===== config.mk =====
export PLATFORM = sky130hd
export DESIGN_NAME = inj_disc_seq
export DESIGN_NICKNAME = d
export VERILOG_FILES = /design/src/rtl/inj_seq_pkg.sv /design/src/rtl/seq_cfg_guard.sv /design/src/rtl/seq_ch_mux.sv /design/src/rtl/seq_cursor.sv /design/src/rtl/seq_flags.sv /design/src/rtl/inj_disc_seq.sv
export SDC_FILE = /design/constraint.sdc
export NUM_CORES = 1
export LEC_CHECK = 0
export BUFFER_PORTS_ARGS = -buffer_cell sky130_fd_sc_hd__buf_2
export CAP_MARGIN = 5
export CORE_MARGIN = 2
export CORE_UTILIZATION = 37
export CTS_CLUSTER_DIAMETER = 150
export DETAILED_ROUTE_END_ITERATION = 6
export HOLD_SLACK_MARGIN = 0.06
export PLACE_DENSITY_LB_ADDON = 0.25
export SKIP_LAST_GASP = 1
export SLEW_MARGIN = 20
export SYNTH_ARGS = -nofsm -noshare
export SYNTH_HDL_FRONTEND = slang
export SYNTH_SLANG_ARGS = --single-unit
export TNS_END_PERCENT = 50

===== constraint.sdc =====
create_clock -name clk -period 2.1 [get_ports clk]
set_clock_uncertainty 0.15 [all_clocks]
set_input_delay 0.105 -clock clk [delete_from_list [all_inputs] [get_ports clk]]
set_output_delay 0.105 -clock clk [all_outputs]
set_load 0.01 [all_outputs]

===== src/rtl/inj_seq_pkg.sv =====
package inj_seq_pkg;
   typedef enum logic [1:0] {
      SQ_IDLE = 2'd0,
      SQ_SOC  = 2'd1,
      SQ_WAIT = 2'd2
   } sq_state_t;

   localparam int FLAG_REG = 0;
   localparam int FLAG_INJ = 1;
   localparam int NUM_FLAGS = 2;
endpackage


===== src/rtl/seq_cfg_guard.sv =====
module seq_cfg_guard (
   input  logic auto_inj,
   input  logic disc_inj,
   input  logic disc_reg,
   output logic cfg_err
);
   logic auto_clash;
   logic disc_clash;

   always_comb begin
      auto_clash = auto_inj & disc_inj;
      disc_clash = disc_inj & disc_reg;
      cfg_err    = auto_clash | disc_clash;
   end
endmodule


===== src/rtl/seq_ch_mux.sv =====
module seq_ch_mux #(
   parameter int MAX_LEN = 4,
   parameter int CH_W    = 5,
   parameter int SLOT_W  = 2
) (
   input  logic [MAX_LEN*CH_W-1:0] ch_list,
   input  logic [SLOT_W-1:0]       pos,
   output logic [CH_W-1:0]         ch_sel
);
   logic [CH_W-1:0] slots [MAX_LEN];

   generate
      for (genvar g = 0; g < MAX_LEN; g++) begin : g_slot
         assign slots[g] = ch_list[g*CH_W +: CH_W];
      end
   endgenerate

   always_comb begin
      ch_sel = '0;
      for (int i = 0; i < MAX_LEN; i++) begin
         if (pos == SLOT_W'(i)) ch_sel = slots[i];
      end
   end
endmodule


===== src/rtl/seq_cursor.sv =====
module seq_cursor #(
   parameter int SLOT_W = 2,
   parameter int RUN_W  = 3
) (
   input  logic              clk,
   input  logic              rst_n,
   input  logic              run_start,
   input  logic              advance,
   input  logic              disc,
   input  logic [SLOT_W-1:0] grp_last,
   input  logic [RUN_W-1:0]  run_last,
   output logic [SLOT_W-1:0] pos,
   output logic              end_run,
   output logic              end_group
);
   logic [RUN_W-1:0] cnt;
   logic             last_slot;
   logic             last_run;

   always_comb begin
      last_slot = (pos >= grp_last);
      last_run  = disc & (cnt >= run_last);
      end_group = advance & last_slot;
      end_run   = advance & (last_slot | last_run);
   end

   always_ff @(posedge clk) begin
      if (!rst_n) begin
         pos <= '0;
         cnt <= '0;
      end else if (run_start) begin
         cnt <= '0;
         if (!disc) pos <= '0;
      end else if (advance) begin
         cnt <= cnt + RUN_W'(1);
         pos <= last_slot ? '0 : pos + SLOT_W'(1);
      end
   end


   wrap_to_first_chk: assert property (@(posedge clk) disable iff (!rst_n)
      end_group |=> (pos == '0));


   hold_between_chk: assert property (@(posedge clk) disable iff (!rst_n)
      (!advance && (disc || !run_start)) |=> $stable(pos));
endmodule


===== src/rtl/seq_flags.sv =====
module seq_flags #(
   parameter int NF = 2
) (
   input  logic          clk,
   input  logic          rst_n,
   input  logic [NF-1:0] set,
   input  logic [NF-1:0] clr,
   output logic [NF-1:0] flag
);
   generate
      for (genvar g = 0; g < NF; g++) begin : g_flag
         always_ff @(posedge clk) begin
            if (!rst_n)      flag[g] <= 1'b0;
            else if (set[g]) flag[g] <= 1'b1;
            else if (clr[g]) flag[g] <= 1'b0;
         end


         set_wins_chk: assert property (@(posedge clk) disable iff (!rst_n)
            set[g] |=> flag[g]);


         clear_only_chk: assert property (@(posedge clk) disable iff (!rst_n)
            (clr[g] && !set[g]) |=> !flag[g]);
      end
   endgenerate
endmodule


===== src/rtl/inj_disc_seq.sv =====
module inj_disc_seq
   import inj_seq_pkg::*;
#(
   parameter int MAX_LEN = 4,
   parameter int CH_W    = 5,
   parameter int RUN_W   = 3,
   localparam int SLOT_W = (MAX_LEN > 1) ? $clog2(MAX_LEN) : 1
) (
   input  logic                    clk,
   input  logic                    rst_n,
   input  logic                    trig,
   input  logic                    conv_done,
   input  logic [SLOT_W-1:0]       grp_len,
   input  logic [MAX_LEN*CH_W-1:0] ch_list,
   input  logic [RUN_W-1:0]        run_len,
   input  logic                    auto_inj,
   input  logic                    disc_inj,
   input  logic                    disc_reg,
   input  logic [1:0]              flag_clr,
   output logic [CH_W-1:0]         ch_sel,
   output logic                    soc,
   output logic                    eoc_flag,
   output logic                    jeoc_flag,
   output logic                    cfg_err
);
   generate
      if (MAX_LEN < 1 || MAX_LEN > 16) begin : g_bad_len
         $error("MAX_LEN must lie in 1..16");
      end
      if (CH_W < 1) begin : g_bad_ch
         $error("CH_W must be at least 1");
      end
      if (RUN_W < 1) begin : g_bad_run
         $error("RUN_W must be at least 1");
      end
   endgenerate

   sq_state_t               state, state_nx;
   logic [SLOT_W-1:0]       pos;
   logic                    run_start;
   logic                    advance;
   logic                    end_run;
   logic                    end_group;
   logic [NUM_FLAGS-1:0]    flag_set;
   logic [NUM_FLAGS-1:0]    flag_q;

   seq_cfg_guard i_guard (
      .auto_inj (auto_inj),
      .disc_inj (disc_inj),
      .disc_reg (disc_reg),
      .cfg_err  (cfg_err)
   );

   always_comb begin
      run_start = (state == SQ_IDLE) && trig && !cfg_err;
      advance   = (state == SQ_WAIT) && conv_done;
      state_nx  = state;
      case (state)
         SQ_IDLE: if (run_start) state_nx = SQ_SOC;
         SQ_SOC:  state_nx = SQ_WAIT;
         SQ_WAIT: if (advance) state_nx = end_run ? SQ_IDLE : SQ_SOC;
         default: state_nx = SQ_IDLE;
      endcase
   end

   always_ff @(posedge clk) begin
      if (!rst_n) state <= SQ_IDLE;
      else        state <= state_nx;
   end

   seq_cursor #(.SLOT_W(SLOT_W), .RUN_W(RUN_W)) i_cursor (
      .clk       (clk),
      .rst_n     (rst_n),
      .run_start (run_start),
      .advance   (advance),
      .disc      (disc_inj),
      .grp_last  (grp_len),
      .run_last  (run_len),
      .pos       (pos),
      .end_run   (end_run),
      .end_group (end_group)
   );

   seq_ch_mux #(.MAX_LEN(MAX_LEN), .CH_W(CH_W), .SLOT_W(SLOT_W)) i_mux (
      .ch_list (ch_list),
      .pos     (pos),
      .ch_sel  (ch_sel)
   );

   assign flag_set = {NUM_FLAGS{end_group}};

   seq_flags #(.NF(NUM_FLAGS)) i_flags (
      .clk   (clk),
      .rst_n (rst_n),
      .set   (flag_set),
      .clr   (flag_clr),
      .flag  (flag_q)
   );

   assign eoc_flag  = flag_q[FLAG_REG];
   assign jeoc_flag = flag_q[FLAG_INJ];
   assign soc       = (state == SQ_SOC);


   soc_pulse_chk: assert property (@(posedge clk) disable iff (!rst_n)
      soc |=> !soc);


   cfg_block_chk: assert property (@(posedge clk) disable iff (!rst_n)
      (state == SQ_IDLE && cfg_err) |=> !soc);


   busy_hold_chk: assert property (@(posedge clk) disable iff (!rst_n)
      (state == SQ_WAIT && !conv_done) |=> (state == SQ_WAIT && $stable(pos)));


   flag_at_end_chk: assert property (@(posedge clk) disable iff (!rst_n)
      $rose(jeoc_flag) |-> $past(end_group));
endmodule


== Word-level counts from Yosys, hierarchy flattened ==
Index checks and enable logic that the tools add are counted.

* Output and inout bits: 9
* Bits in registers: 9
* Word-level logic and storage cells: 53
* Input bits: 34

* Multiplexer cells: 16
* Eq/ne operators: 8
* Order comparisons: 2
* Add/sub/neg operators: 2
* Bitwise logic cells: 8
* Reduce and logical (&&, ||, !) cells: 12

{| class="wikitable"
|+ Operator list
! operator !! count
|-
| 2-to-1 mux 5 bit || 4
|-
| 2-to-1 mux 2 bit || 6
|-
| == test 2 bit (second input constant) || 3
|-
| case mux 2 bit (3 select lines) || 1
|-
| nonzero test 2 bit || 3
|-
| bitwise AND 1 bit || 5
|-
| 2-to-1 mux 1 bit || 5
|-
| == test 2 x 1 -> 1 bit (second input constant) || 2
|-
| logical NOT 2 bit || 2
|-
| inequality test 2 x 1 -> 1 bit (second input constant) || 2
|-
| AND reduction 2 bit || 2
|-
| adder 3 x 1 -> 3 bit (second input constant) || 1
|-
| >= comparator 3 bit || 1
|-
| logical AND 1 bit || 3
|-
| adder 2 x 1 -> 2 bit (second input constant) || 1
|-
| >= comparator 2 bit || 1
|-
| inequality test 2 bit (second input constant) || 1
|-
| OR 1 bit || 2
|-
| OR reduction 2 bit || 1
|-
| logical NOT 1 bit || 1
|-
| inverter 1 bit || 1
|}

== Longest topological paths before layout ==
* Word-level depth: 7
* Depth in mapped cells: 6
* Depth with buffers taken out: 6

== Hierarchy ==
A second synthesis with hierarchy kept.

* Cell total of the unflattened synthesis: 67
* Area total of the unflattened synthesis: 723.2 um^2

{| class="wikitable"
|+ Modules (own cells, without submodules)
! module !! area each (um^2) !! cells each !! sequential area each (um^2) !! instances
|-
| seq_cursor || 395.4 || 44 || 100.1 || 1
|-
| seq_ch_mux || 123.9 || 6 || 0.0 || 1
|-
| inj_disc_seq || 113.9 || 10 || 40.0 || 1
|-
| seq_flags || 82.6 || 6 || 40.0 || 1
|-
| seq_cfg_guard || 7.5 || 1 || 0.0 || 1
|}

== Least setup slack after synthesis ==
OpenSTA, ideal clock, no wires.

* Kind: register -> output
* Start point: register i_cursor.pos[1]
* End point: output port ch_sel[0]
* Path slack: 0.545 ns
* Arrival time: 1.300 ns
* Stages on the path, launching flop included: 6
* Data required time: 1.845 ns
* Path buffers: 0
* Cells stage by stage: dfxtp_1 inv_1 ha_1 nor2b_2 a221oi_1 o31ai_1

* Cells in the longest elaborated chain, start to end: 5
* Elaborated cells on any way between the ends: 8
* Those cells by class: 3 x eq/ne; 4 x mux; 1 x reduce/logical

{| class="wikitable"
|+ RTL lines
! what !! line !! source
|-
| start, declared || seq_cursor.sv:12 || <nowiki>output logic [SLOT_W-1:0] pos,</nowiki>
|-
| start signal, assigned || seq_cursor.sv:36 || <nowiki>pos <= last_slot ? '0 : pos + SLOT_W'(1);</nowiki>
|-
| logical NOT 2 bit || seq_ch_mux.sv:21 || <nowiki>if (pos == SLOT_W'(i)) ch_sel = slots[i];</nowiki>
|-
| 2-to-1 mux 5 bit (3 in series) || seq_ch_mux.sv:21 ||
|-
| 2-to-1 mux 5 bit * || seq_ch_mux.sv:21 ||
|-
| end, declared || inj_disc_seq.sv:20 || <nowiki>output logic [CH_W-1:0] ch_sel,</nowiki>
|}

Every way passes the cells marked *; elsewhere a longest branch is shown, timed or not.

== Worst setup path after layout ==
* Start point: register i_cursor.pos[1]
* End point: output port ch_sel[3]

Same word-level chain as after synthesis.

==> summary.txt <==
Drt
  • Total number of vias: 771
  • Initial DRC count: 3
  • Post-route DRC violation count: 0
  • Routed Wire Length: 1.781 mm
  • Drt wl/cell: 10.86 µm
  • Detail Route Antenna Nets: 0
  • Routed vias/inst: 4.701
  • DRT Pass-1 Iters: 4

Logic synthesis
  • Synth Instances: 89
  • Top-count cell post-synth: ha_1
  • Ys async rst share: 0%
  • Post-synth top cells: ha_1 (10), dfxtp_1 (9), inv_1 (9), nand2_1 (9), nor2_1 (8)
  • Number of enable flip-flop cells after synthesis: 0
  • Seq/Total Area, Yosys: 25.09%
  • Primary FF master, synth: dfxtp_1
  • Flop and latch count out of synthesis: 9
  • Mapped Area: 718.2 µm²
  • Synth top area share: 25.09%
  • Avg Synthesized Cell Area: 8.070 µm²
  • Post-Syn Nets: 133
  • Synth area leaders: dfxtp_1 (25%), ha_1 (17%), nor2b_1 (6.1%)
  • Post-synth cell types: 27
  • Synth area leader: dfxtp_1
  • Ys Warns: 0

Clocking
  • H-Tree Depth: 1
  • Postcts setup bufs: 0
  • CTS Buf Count: 3
  • Root Driver: clkbuf_4
  • TritonCTS clock tree: built
  • Clock Sinks: 9
  • Worst-skew pair later-pin latency: 260 ps
  • Clock transition at path regs: 60 ps
  • Maximum clock insertion buffer count: 2

Run status
  • Run status: completed

STA
  • Min Tclk post-route: 1920 ps
  • Worst-margin pin slew: 341.4 ps
  • Max frequency: 520.9 MHz
  • Final Hold Violating Endpoints: 0
  • Max Slew Vio Count: 0
  • Final-report setup violation count: 0
  • RSZ-0062 raised after global routing: no
  • Fin Setup TNS: 0 ps
  • Fin crit share: 91.42%
  • Slew HR: 77.24%

Worst setup path
  • CP endpoint kind: output port
  • Worst Path Required: 1850 ps
  • Critical Path Start Type: register
  • Worst-path fanout max: 7
  • Arr. time, crit path: 1660 ps
  • Critical path type: reg -> out
  • Reg2reg setup slack: 380 ps

Global routing
  • Most used routing layer: met2
  • Largest net degree at the start of global routing: 11
  • GRT Util Overall: 15.64%
  • Met2 usage: 25.33%
  • Grt met1 use: 19.96%
  • Global-route wire length before repair: 2.504 mm
  • Initial antenna violation count: 0
  • Via count of the first global-routing pass: 620
  • GRT met3 Usage: 5.660%
  • Total grt overflow: 0

Placed design
  • Input/output buffers: 42
  • Placed insts: 153
  • Gpl congestion: 0.6847
  • DP HPWL: 1.430 mm
  • Dpl cell area: 940.9 µm²

Layout
  • Final non-filler cell total: 164
  • Share of cells above drive strength 1: 35.25%
  • Multi-input logic area: 493.0 µm²
  • Area Overhead vs Synth: 45.47%
  • Fill count: 170
  • Design Area, Final: 0.001045 mm²
  • Nets: 184
  • Core Util, Final: 58.60%
  • Seq. cell area: 180.2 µm²
  • Ant. Diodes: 0

Die
  • Die footprint: 0.002309 mm²
  • Placeable Area: 0.001783 mm²
  • Top Ports: 43
  • FP Rows: 15
  • Die width: 48.06 µm
  • Effective utilization at floorplan: 40.28%
  • Die height: 48.06 µm

Power and ir drop
  • Sequential fraction of design power: 43.2%
  • Peak VDD IR: 0.0002912 V
  • Clock Power Share: 32.0%
  • Logic pwr share: 24.7%
  • Cell Int Power: 305.7 µW
  • Switching Share: 25.71%
  • NetSw: 105.8 µW
  • Leakage power: 0.5047 nW
  • Power Density: 393.9 mW/mm²

Run
  • Max-cap violations: 0

Hold path
  • Worst hold path type: in -> reg
==> sequential cells by signal, indices dropped and copies added, names as in the netlist <==
name	flops
i_cursor.cnt	3
i_flags.flag	2
i_cursor.pos	2
state	2
==> repair_timing <==
action	4_1_cts	5_1_grt
endpoints found under the setup margin	0	5
hold endpoints to repair	6	1
hold buffers	6	1
gates resized for setup	0	2
==> logic make-up (layout without fill, tap and decap cells) <==
family                   Yosys count  after routing  share of synthesized area, %
XOR/XNOR                           2              2                         2.439
AO/OA/AOI/OAI                     23             23                         22.30
AND/OR/NAND/NOR                   32             32                         24.04
flip-flops                         9              9                         25.09
buffers and inverters             12             62                         7.316
adder cells (fa/ha/maj)           10             10                         17.42
multiplexers                       1              1                         1.394
==> per-layer routing <==
layer	wire length, µm	part of all wire [%]	up-vias
met5	0	0	-
met4	0	0	0
met3	102	5.7	0
met2	889	50	24
met1	788	44	337
li1	-	-	410
==> power groups by stage <==
stage / Clock, mW / Sequential (mW) / Combinational (mW)
after floorplan: 0 / 0.181 / 0.0448
after detailed placement: 0 / 0.182 / 0.0914
after CTS: 0.141 / 0.178 / 0.100
after global routing: 0.153 / 0.178 / 0.115
after global placement: 0 / 0.181 / 0.0892
final: 0.132 / 0.178 / 0.102
==> final timing paths <==
check	start	to	depth (start not counted)
worst min register to register	i_cursor.cnt[2]	i_cursor.cnt[2]	2
worst min-delay path	disc_inj	state[0]	4
worst max register to register	i_cursor.pos[0]	i_cursor.pos[0]	6
worst max-delay path	i_cursor.pos[1]	ch_sel[3]	7
==> layout by cell type (no fill, tap or decap), types with 2 or more instances in the layout <==
cell type,count
buf_2,42
inv_1,9
nand2_1,9
ha_1,9
dfxtp_1,9
nor2_1,8
nor2b_1,7
dlygate4sd3_1,7
a21oi_1,4
o21ai_0,4
a221oi_1,4
o31ai_1,4
o21a_1,3
clkbuf_4,3
nor2b_4,2
nor3b_1,2
o32ai_1,2
==> through the flow <==
step | hold WS [ps] | setup WS [ps] | power (mW)
final | 69.68 | 180.1 | 0.4115
after global routing | 85.52 | 16.82 | 0.4463
after CTS | 67.83 | 55.39 | 0.4192
after detailed placement | 257.2 | 359.6 | 0.2732
after global placement | 243.0 | 389.2 | 0.2707
after floorplan | 72.51 | 544.8 | 0.2260
==> worst max-delay path, stage by stage, from the launching register on <==
cell and delay [ps]:
dfxtp_1 390, inv_1 100, ha_2 240, nand3b_1 170
a21oi_1 130, a21oi_1 50, o21ai_0 160, buf_2 160
==> area by class of cell <==
cell class	count	area share, %
Sequential cell	9	17.25
Timing Repair Buffer	49	26.83
Tap cell	25	2.994
Clock buffer	4	2.515
Multi-Input combinational cell	68	47.19
Inverter	9	3.234
Note: power is estimated with default switching activity, not from simulation.
